==> src/rtl/rhp_pkg.sv <==
package rhp_pkg;
   // Register bit positions; software decodes these
   localparam int B_CCS  = 0;
   localparam int B_PES  = 1;
   localparam int B_PSS  = 2;
   localparam int B_POCI = 3;
   localparam int B_PRS  = 4;
   localparam int B_PWR  = 8;
   localparam int B_LSD  = 9;
   localparam int B_CHG0 = 16;
   localparam int N_CHG  = 5;

   // Write command bits
   localparam int W_CLR_EN   = 0;
   localparam int W_SET_EN   = 1;
   localparam int W_SUSPEND  = 2;
   localparam int W_RESUME   = 3;
   localparam int W_RESET    = 4;

   // Index of each change flag within the change group (bit = B_CHG0 + index)
   localparam int C_CONN  = 0;
   localparam int C_EN    = 1;
   localparam int C_SUSP  = 2;
   localparam int C_OVC   = 3;
   localparam int C_RST   = 4;

   typedef enum logic [1:0] {
      SEQ_IDLE   = 2'd0,
      SEQ_DRIVE  = 2'd1,
      SEQ_EOP    = 2'd2,
      SEQ_SETTLE = 2'd3
   } seq_state_e;
endpackage

==> src/rtl/rhp_seq_timer.sv <==
module rhp_seq_timer
   import rhp_pkg::*;
#(
   parameter int PHASE1 = 10,
   parameter bit EOP_EN = 1'b0,
   parameter int PHASE2 = 1
) (
   input  logic clk,
   input  logic rst_n,
   input  logic tick,
   input  logic start,
   input  logic abort,
   output logic busy,
   output logic drive,
   output logic eop,
   output logic finish
);
   localparam int LONGEST = (PHASE1 > PHASE2) ? PHASE1 : PHASE2;
   localparam int CW      = $clog2(LONGEST + 1);

   if (PHASE1 < 1) begin : g_bad_p1
      $error("rhp_seq_timer: PHASE1 must be at least 1");
   end
   if (PHASE2 < 1) begin : g_bad_p2
      $error("rhp_seq_timer: PHASE2 must be at least 1");
   end

   seq_state_e    state;
   logic [CW-1:0] cnt;
   logic          p1_last;
   logic          p2_last;
   logic          seq_last;

   assign p1_last = (state == SEQ_DRIVE)  && tick && (cnt == CW'(PHASE1 - 1));
   assign p2_last = (state == SEQ_SETTLE) && tick && (cnt == CW'(PHASE2 - 1));

   if (EOP_EN) begin : g_with_eop
      assign seq_last = p2_last;
   end else begin : g_no_eop
      assign seq_last = p1_last;
   end

   always_ff @(posedge clk) begin
      if (!rst_n) begin
         state <= SEQ_IDLE;
         cnt   <= '0;
      end else if (abort) begin
         state <= SEQ_IDLE;
         cnt   <= '0;
      end else begin
         unique case (state)
            SEQ_IDLE: begin
               if (start) begin
                  state <= SEQ_DRIVE;
                  cnt   <= '0;
               end
            end
            SEQ_DRIVE: begin
               if (p1_last) begin
                  cnt   <= '0;
                  state <= EOP_EN ? SEQ_EOP : SEQ_IDLE;
               end else if (tick) begin
                  cnt <= cnt + 1'b1;
               end
            end
            SEQ_EOP: begin
               state <= SEQ_SETTLE;
               cnt   <= '0;
            end
            SEQ_SETTLE: begin
               if (p2_last) begin
                  state <= SEQ_IDLE;
                  cnt   <= '0;
               end else if (tick) begin
                  cnt <= cnt + 1'b1;
               end
            end
            default: state <= SEQ_IDLE;
         endcase
      end
   end

   assign busy   = (state != SEQ_IDLE);
   assign drive  = (state == SEQ_DRIVE);
   assign eop    = (state == SEQ_EOP);
   assign finish = seq_last && !abort;
endmodule

==> src/rtl/rhp_change_flag.sv <==
module rhp_change_flag (
   input  logic clk,
   input  logic rst_n,
   input  logic set,
   input  logic clr,
   output logic q
);
   // A hardware event in the same cycle as a host clear wins
   always_ff @(posedge clk) begin
      if (!rst_n)   q <= 1'b0;
      else if (set) q <= 1'b1;
      else if (clr) q <= 1'b0;
   end
endmodule

==> src/rtl/rh_port_ctl.sv <==
module rh_port_ctl
   import rhp_pkg::*;
#(
   parameter int RESET_MS    = 10,
   parameter int RESUME_MS   = 20,
   parameter int RESYNC_MS   = 3,
   parameter bit PER_PORT_OC = 1'b1
) (
   input  logic        clk,
   input  logic        rst_n,
   input  logic        wr_en,
   input  logic [31:0] wr_data,
   output logic [31:0] rd_data,
   input  logic        ms_tick,
   input  logic        conn_in,
   input  logic        lowspeed_in,
   input  logic        ovc_in,
   output logic        reset_drive,
   output logic        resume_drive,
   output logic        eop_req
);
   logic ccs, pes, pss, poci, ls_q;
   logic disc, conn_chg, pes_hw_clr;
   logic rst_busy, rst_drv, rst_eop_unused, rst_fin;
   logic res_busy, res_drv, res_eop, res_fin;
   logic rst_start, res_start;
   logic [N_CHG-1:0] chg_set, chg_clr, chg_q;
   logic cmd_clr_en, cmd_set_en, cmd_susp, cmd_resume, cmd_reset;

   assign cmd_clr_en = wr_en && wr_data[W_CLR_EN];
   assign cmd_set_en = wr_en && wr_data[W_SET_EN];
   assign cmd_susp   = wr_en && wr_data[W_SUSPEND];
   assign cmd_resume = wr_en && wr_data[W_RESUME];
   assign cmd_reset  = wr_en && wr_data[W_RESET];

   assign conn_chg   = (conn_in != ccs);
   assign disc       = ccs && !conn_in;
   assign pes_hw_clr = disc && pes;

   assign rst_start = cmd_reset && ccs && !disc;
   assign res_start = cmd_resume && pss && !disc;

   rhp_seq_timer #(.PHASE1(RESET_MS), .EOP_EN(1'b0), .PHASE2(1)) u_rst_seq (
      .clk(clk), .rst_n(rst_n), .tick(ms_tick), .start(rst_start), .abort(disc),
      .busy(rst_busy), .drive(rst_drv), .eop(rst_eop_unused), .finish(rst_fin)
   );

   rhp_seq_timer #(.PHASE1(RESUME_MS), .EOP_EN(1'b1), .PHASE2(RESYNC_MS)) u_res_seq (
      .clk(clk), .rst_n(rst_n), .tick(ms_tick), .start(res_start), .abort(disc),
      .busy(res_busy), .drive(res_drv), .eop(res_eop), .finish(res_fin)
   );

   // Live status
   always_ff @(posedge clk) begin
      if (!rst_n) begin
         ccs  <= 1'b0;
         ls_q <= 1'b0;
         pes  <= 1'b0;
         pss  <= 1'b0;
      end else begin
         ccs  <= conn_in;
         ls_q <= lowspeed_in;
         if (disc)                    pes <= 1'b0;
         else if (rst_fin)            pes <= 1'b1;
         else if (cmd_clr_en)         pes <= 1'b0;
         else if (cmd_set_en && ccs)  pes <= 1'b1;

         if (disc || rst_fin || res_fin)             pss <= 1'b0;
         else if (cmd_susp && pes && !rst_busy)      pss <= 1'b1;
      end
   end

   if (PER_PORT_OC) begin : g_oc_port
      always_ff @(posedge clk) begin
         if (!rst_n) poci <= 1'b0;
         else        poci <= ovc_in;
      end
      assign chg_set[C_OVC] = (ovc_in != poci);
   end else begin : g_oc_global
      assign poci = 1'b0;
      assign chg_set[C_OVC] = 1'b0;
   end

   assign chg_set[C_CONN] = conn_chg;
   assign chg_set[C_EN]   = pes_hw_clr;
   assign chg_set[C_SUSP] = res_fin;
   assign chg_set[C_RST]  = rst_fin;
   assign chg_clr = wr_en ? wr_data[B_CHG0 +: N_CHG] : '0;

   for (genvar i = 0; i < N_CHG; i++) begin : g_chg
      rhp_change_flag u_flag (
         .clk(clk), .rst_n(rst_n), .set(chg_set[i]), .clr(chg_clr[i]), .q(chg_q[i])
      );
   end

   always_comb begin
      rd_data                     = '0;
      rd_data[B_CCS]              = ccs;
      rd_data[B_PES]              = pes;
      rd_data[B_PSS]              = pss;
      rd_data[B_POCI]             = poci;
      rd_data[B_PRS]              = rst_busy;
      rd_data[B_PWR]              = 1'b1;
      rd_data[B_LSD]              = ccs && ls_q;
      rd_data[B_CHG0 +: N_CHG]    = chg_q;
   end

   assign reset_drive  = rst_drv;
   assign resume_drive = res_drv;
   assign eop_req      = res_eop;

   logic unused_bits;
   assign unused_bits = ^{wr_data[31:21], wr_data[15:5], rst_eop_unused, res_busy};
endmodule


==> config.mk <==
export PLATFORM = sky130hd
export DESIGN_NAME = rh_port_ctl
export DESIGN_NICKNAME = d
export VERILOG_FILES = /design/src/rtl/rhp_pkg.sv /design/src/rtl/rhp_seq_timer.sv /design/src/rtl/rhp_change_flag.sv /design/src/rtl/rh_port_ctl.sv
export SDC_FILE = /design/constraint.sdc
export NUM_CORES = 1
export LEC_CHECK = 0
export CORE_MARGIN = 3
export CORE_UTILIZATION = 40
export DETAILED_ROUTE_END_ITERATION = 8
export DONT_BUFFER_PORTS = 1
export GPL_ROUTABILITY_DRIVEN = 0
export PLACE_DENSITY = 0.61
export SYNTH_ARGS = -nofsm -noshare
export SYNTH_HDL_FRONTEND = slang
export SYNTH_HIERARCHICAL = 1
export SYNTH_SLANG_ARGS = --single-unit
==> constraint.sdc <==
create_clock -name clk -period 6.35 [get_ports clk]
set_clock_uncertainty 0.2 [all_clocks]
set_input_delay 1.27 -clock clk [delete_from_list [all_inputs] [get_ports clk]]
set_output_delay 1.27 -clock clk [all_outputs]
set_load 0.01 [all_outputs]
==> run metrics <==
Die Y 68.0 µm; setup TNS 0 ns; Worst Path Arrival 2.99 ns; Peak VDD IR 0.114 mV; worst hold path cell count 2; yosys warns 6; Synth Instances 166; area grow syn2layout -1.38%; hold path start u_rst_seq/cnt[1]; drt drc 0; Die Area 4620 µm²; worst path cell trace inv_1 > ha_1 > nor2b_1 > and3_1 > and2b_4 > nor4bb_4 > a2bb2oi_4 > mux2i_1; crit end category flop; Max Fanout on Critical Path 8; Total Power 271 µW; via count of the routed design 1025; Max Cap Violations 0; CTS Buffer Depth 2; grt ovf 0; first-pass GRT wire length 4330 µm; status finished clean; Post-Syn Area 1540 µm²; final setup vio count 0; fraction of layout cells with a size suffix above 1 16.0%; worst reg-to-reg setup slack 3.98 ns; Period minus WS final 2.99 ns; Power per Cell Area 179 nW/µm²; drt wl/cell 12.7 µm; Num CTS Buffers 3; Die X 68.0 µm; clk root buf clkbuf_8; Detailed Route Iter0 Violations 20; Crit-path slowest cell nor4bb_4; Final period util 47.1%; P_leak 0.000618 µW; CTS tree done; post-cts resize count 0; clock slew at reported path FFs 0.08 ns; clk_lat worst skew 0.26 ns; RSZ-0062 raised after global routing false; Nets 214; gr usage total 12.1%; CTS Hold Bufs 0; syn_area_per_cell 9.26 µm²; max layer used met4; Critical Path RT 6.34 ns; H-tree levels 1; Post-CTS Setup Bufs 0; Stages on worst setup path 8; Buffers on Ports 0; WL met2 1240 µm; reg2reg path depth 7; DR WL met3 268 µm; initial antenna violation count 0; antenna viol nets, final 0; Rows 21; WS Path Type in -> reg; DRT Pass-1 Iters 4; clk sink count 23; CP top delay family simple AND/OR/NAND/NOR gates; Max Slew Vio Count 0; reg-to-reg startpoint ccs; fmax 0.334 GHz; vias per std cell 4.90; Initial Utilization 43.6%; Final Hold Viols 0; Max stage delay on crit path 0.33 ns; antenna cells 0; R2R Path End u_res_seq/state[0]; Hold Path Sink u_rst_seq/cnt[1]; number of global-route vias before repair 977; pin count of the biggest net entering global routing 13; crit start category input port; HPWL Detailed 2110 µm; Ports 74; Routed WL 2650 µm; Core Area 3520 µm²; WL met1 1130 µm; worst min path class reg -> reg; Buf/Inv on CP 1
placed cells by master (no fill, tap or decap), types with 2 or more instances in the layout:
| cell type | instances |
|---|---|
| a21oi_1 | 3 |
| a311oi_1 | 2 |
| a31oi_1 | 2 |
| and2_1 | 6 |
| and2_2 | 5 |
| and2b_2 | 3 |
| and3_1 | 4 |
| clkbuf_8 | 3 |
| conb_1 | 21 |
| dfxtp_1 | 23 |
| ha_1 | 11 |
| inv_1 | 11 |
| mux2i_1 | 2 |
| nand2_1 | 11 |
| nand2b_1 | 4 |
| nand3_1 | 3 |
| nand4b_1 | 2 |
| nor2_1 | 5 |
| nor2b_1 | 2 |
| nor2b_4 | 5 |
| nor3_1 | 6 |
| o21a_1 | 5 |
| o22ai_1 | 2 |
| xnor2_1 | 3 |
| xor2_1 | 2 |
report_power, final:
part	switching [µW]	internal [µW]	leakage (µW)
combinational	17.9	11.6	0.000408
sequential	3.96	148	0.000187
clock	45.4	44.7	0.0000228
total	67.2	204	0.000618
flip-flops by register name, indices dropped and copies added, names as in the netlist:
signal and flops:
ccs 1, g_chg.u_flag/q 5, ls_q 1, pes 1, poci 1, pss 1, u_res_seq/cnt 5, u_res_seq/state 2
u_rst_seq/cnt 4, u_rst_seq/state 2
metal layers:
| metal | vias up | global-route usage [%] |
|---|---|---|
| met3 | 4 | 4.76 |
| met4 | 0 | 3.23 |
| met1 | 476 | 14.7 |
| met2 | 42 | 19.9 |
| li1 | 503 | - |
| met5 | - | 0 |
worst register-to-register path: stages (launching register included):
cell and delay [ns]:
dfxtp_1 0.38, ha_1 0.29, nor2b_1 0.19, and3_1 0.20, and2b_4 0.22, nor4bb_4 0.33, a2bb2oi_4 0.28, mux2i_1 0.21
worst max path at each step:
| stage | start | endpoint | slack, ns |
|---|---|---|---|
| after floorplan | conn_in | u_res_seq/state[0] | 3.33 |
| after global placement | conn_in | u_res_seq/state[1] | 3.12 |
| after detailed placement | conn_in | u_res_seq/state[0] | 3.08 |
| after CTS | conn_in | u_res_seq/state[0] | 3.35 |
| after global routing | conn_in | u_res_seq/state[1] | 3.29 |
| final | conn_in | u_res_seq/state[0] | 3.36 |
final cells by class:
| class | count | area (µm²) |
|---|---|---|
| inverters | 11 | 41.3 |
| well taps | 46 | 57.6 |
| flip-flops and latches | 23 | 460 |
| multi-input cells | 125 | 911 |
| fillers | 364 | 2010 |
| clock buffers | 4 | 45.0 |
per-stage QoR:
| stage | hold WS (ns) | cell area, µm² | util (%) | setup slack, ns | cells |
|---|---|---|---|---|---|
| final | 0.283 | 1520 | 43.0 | 3.36 | 209 |
| after global routing | 0.304 | 1520 | 43.0 | 3.29 | 209 |
| after CTS | 0.283 | 1520 | 43.0 | 3.35 | 209 |
| after detailed placement | 0.270 | 1470 | 41.8 | 3.08 | 205 |
| after global placement | 0.262 | 1470 | 41.8 | 3.12 | 205 |
| after floorplan | 0.247 | 1610 | - | 3.33 | 185 |
Power figures use the tool's default switching activity.
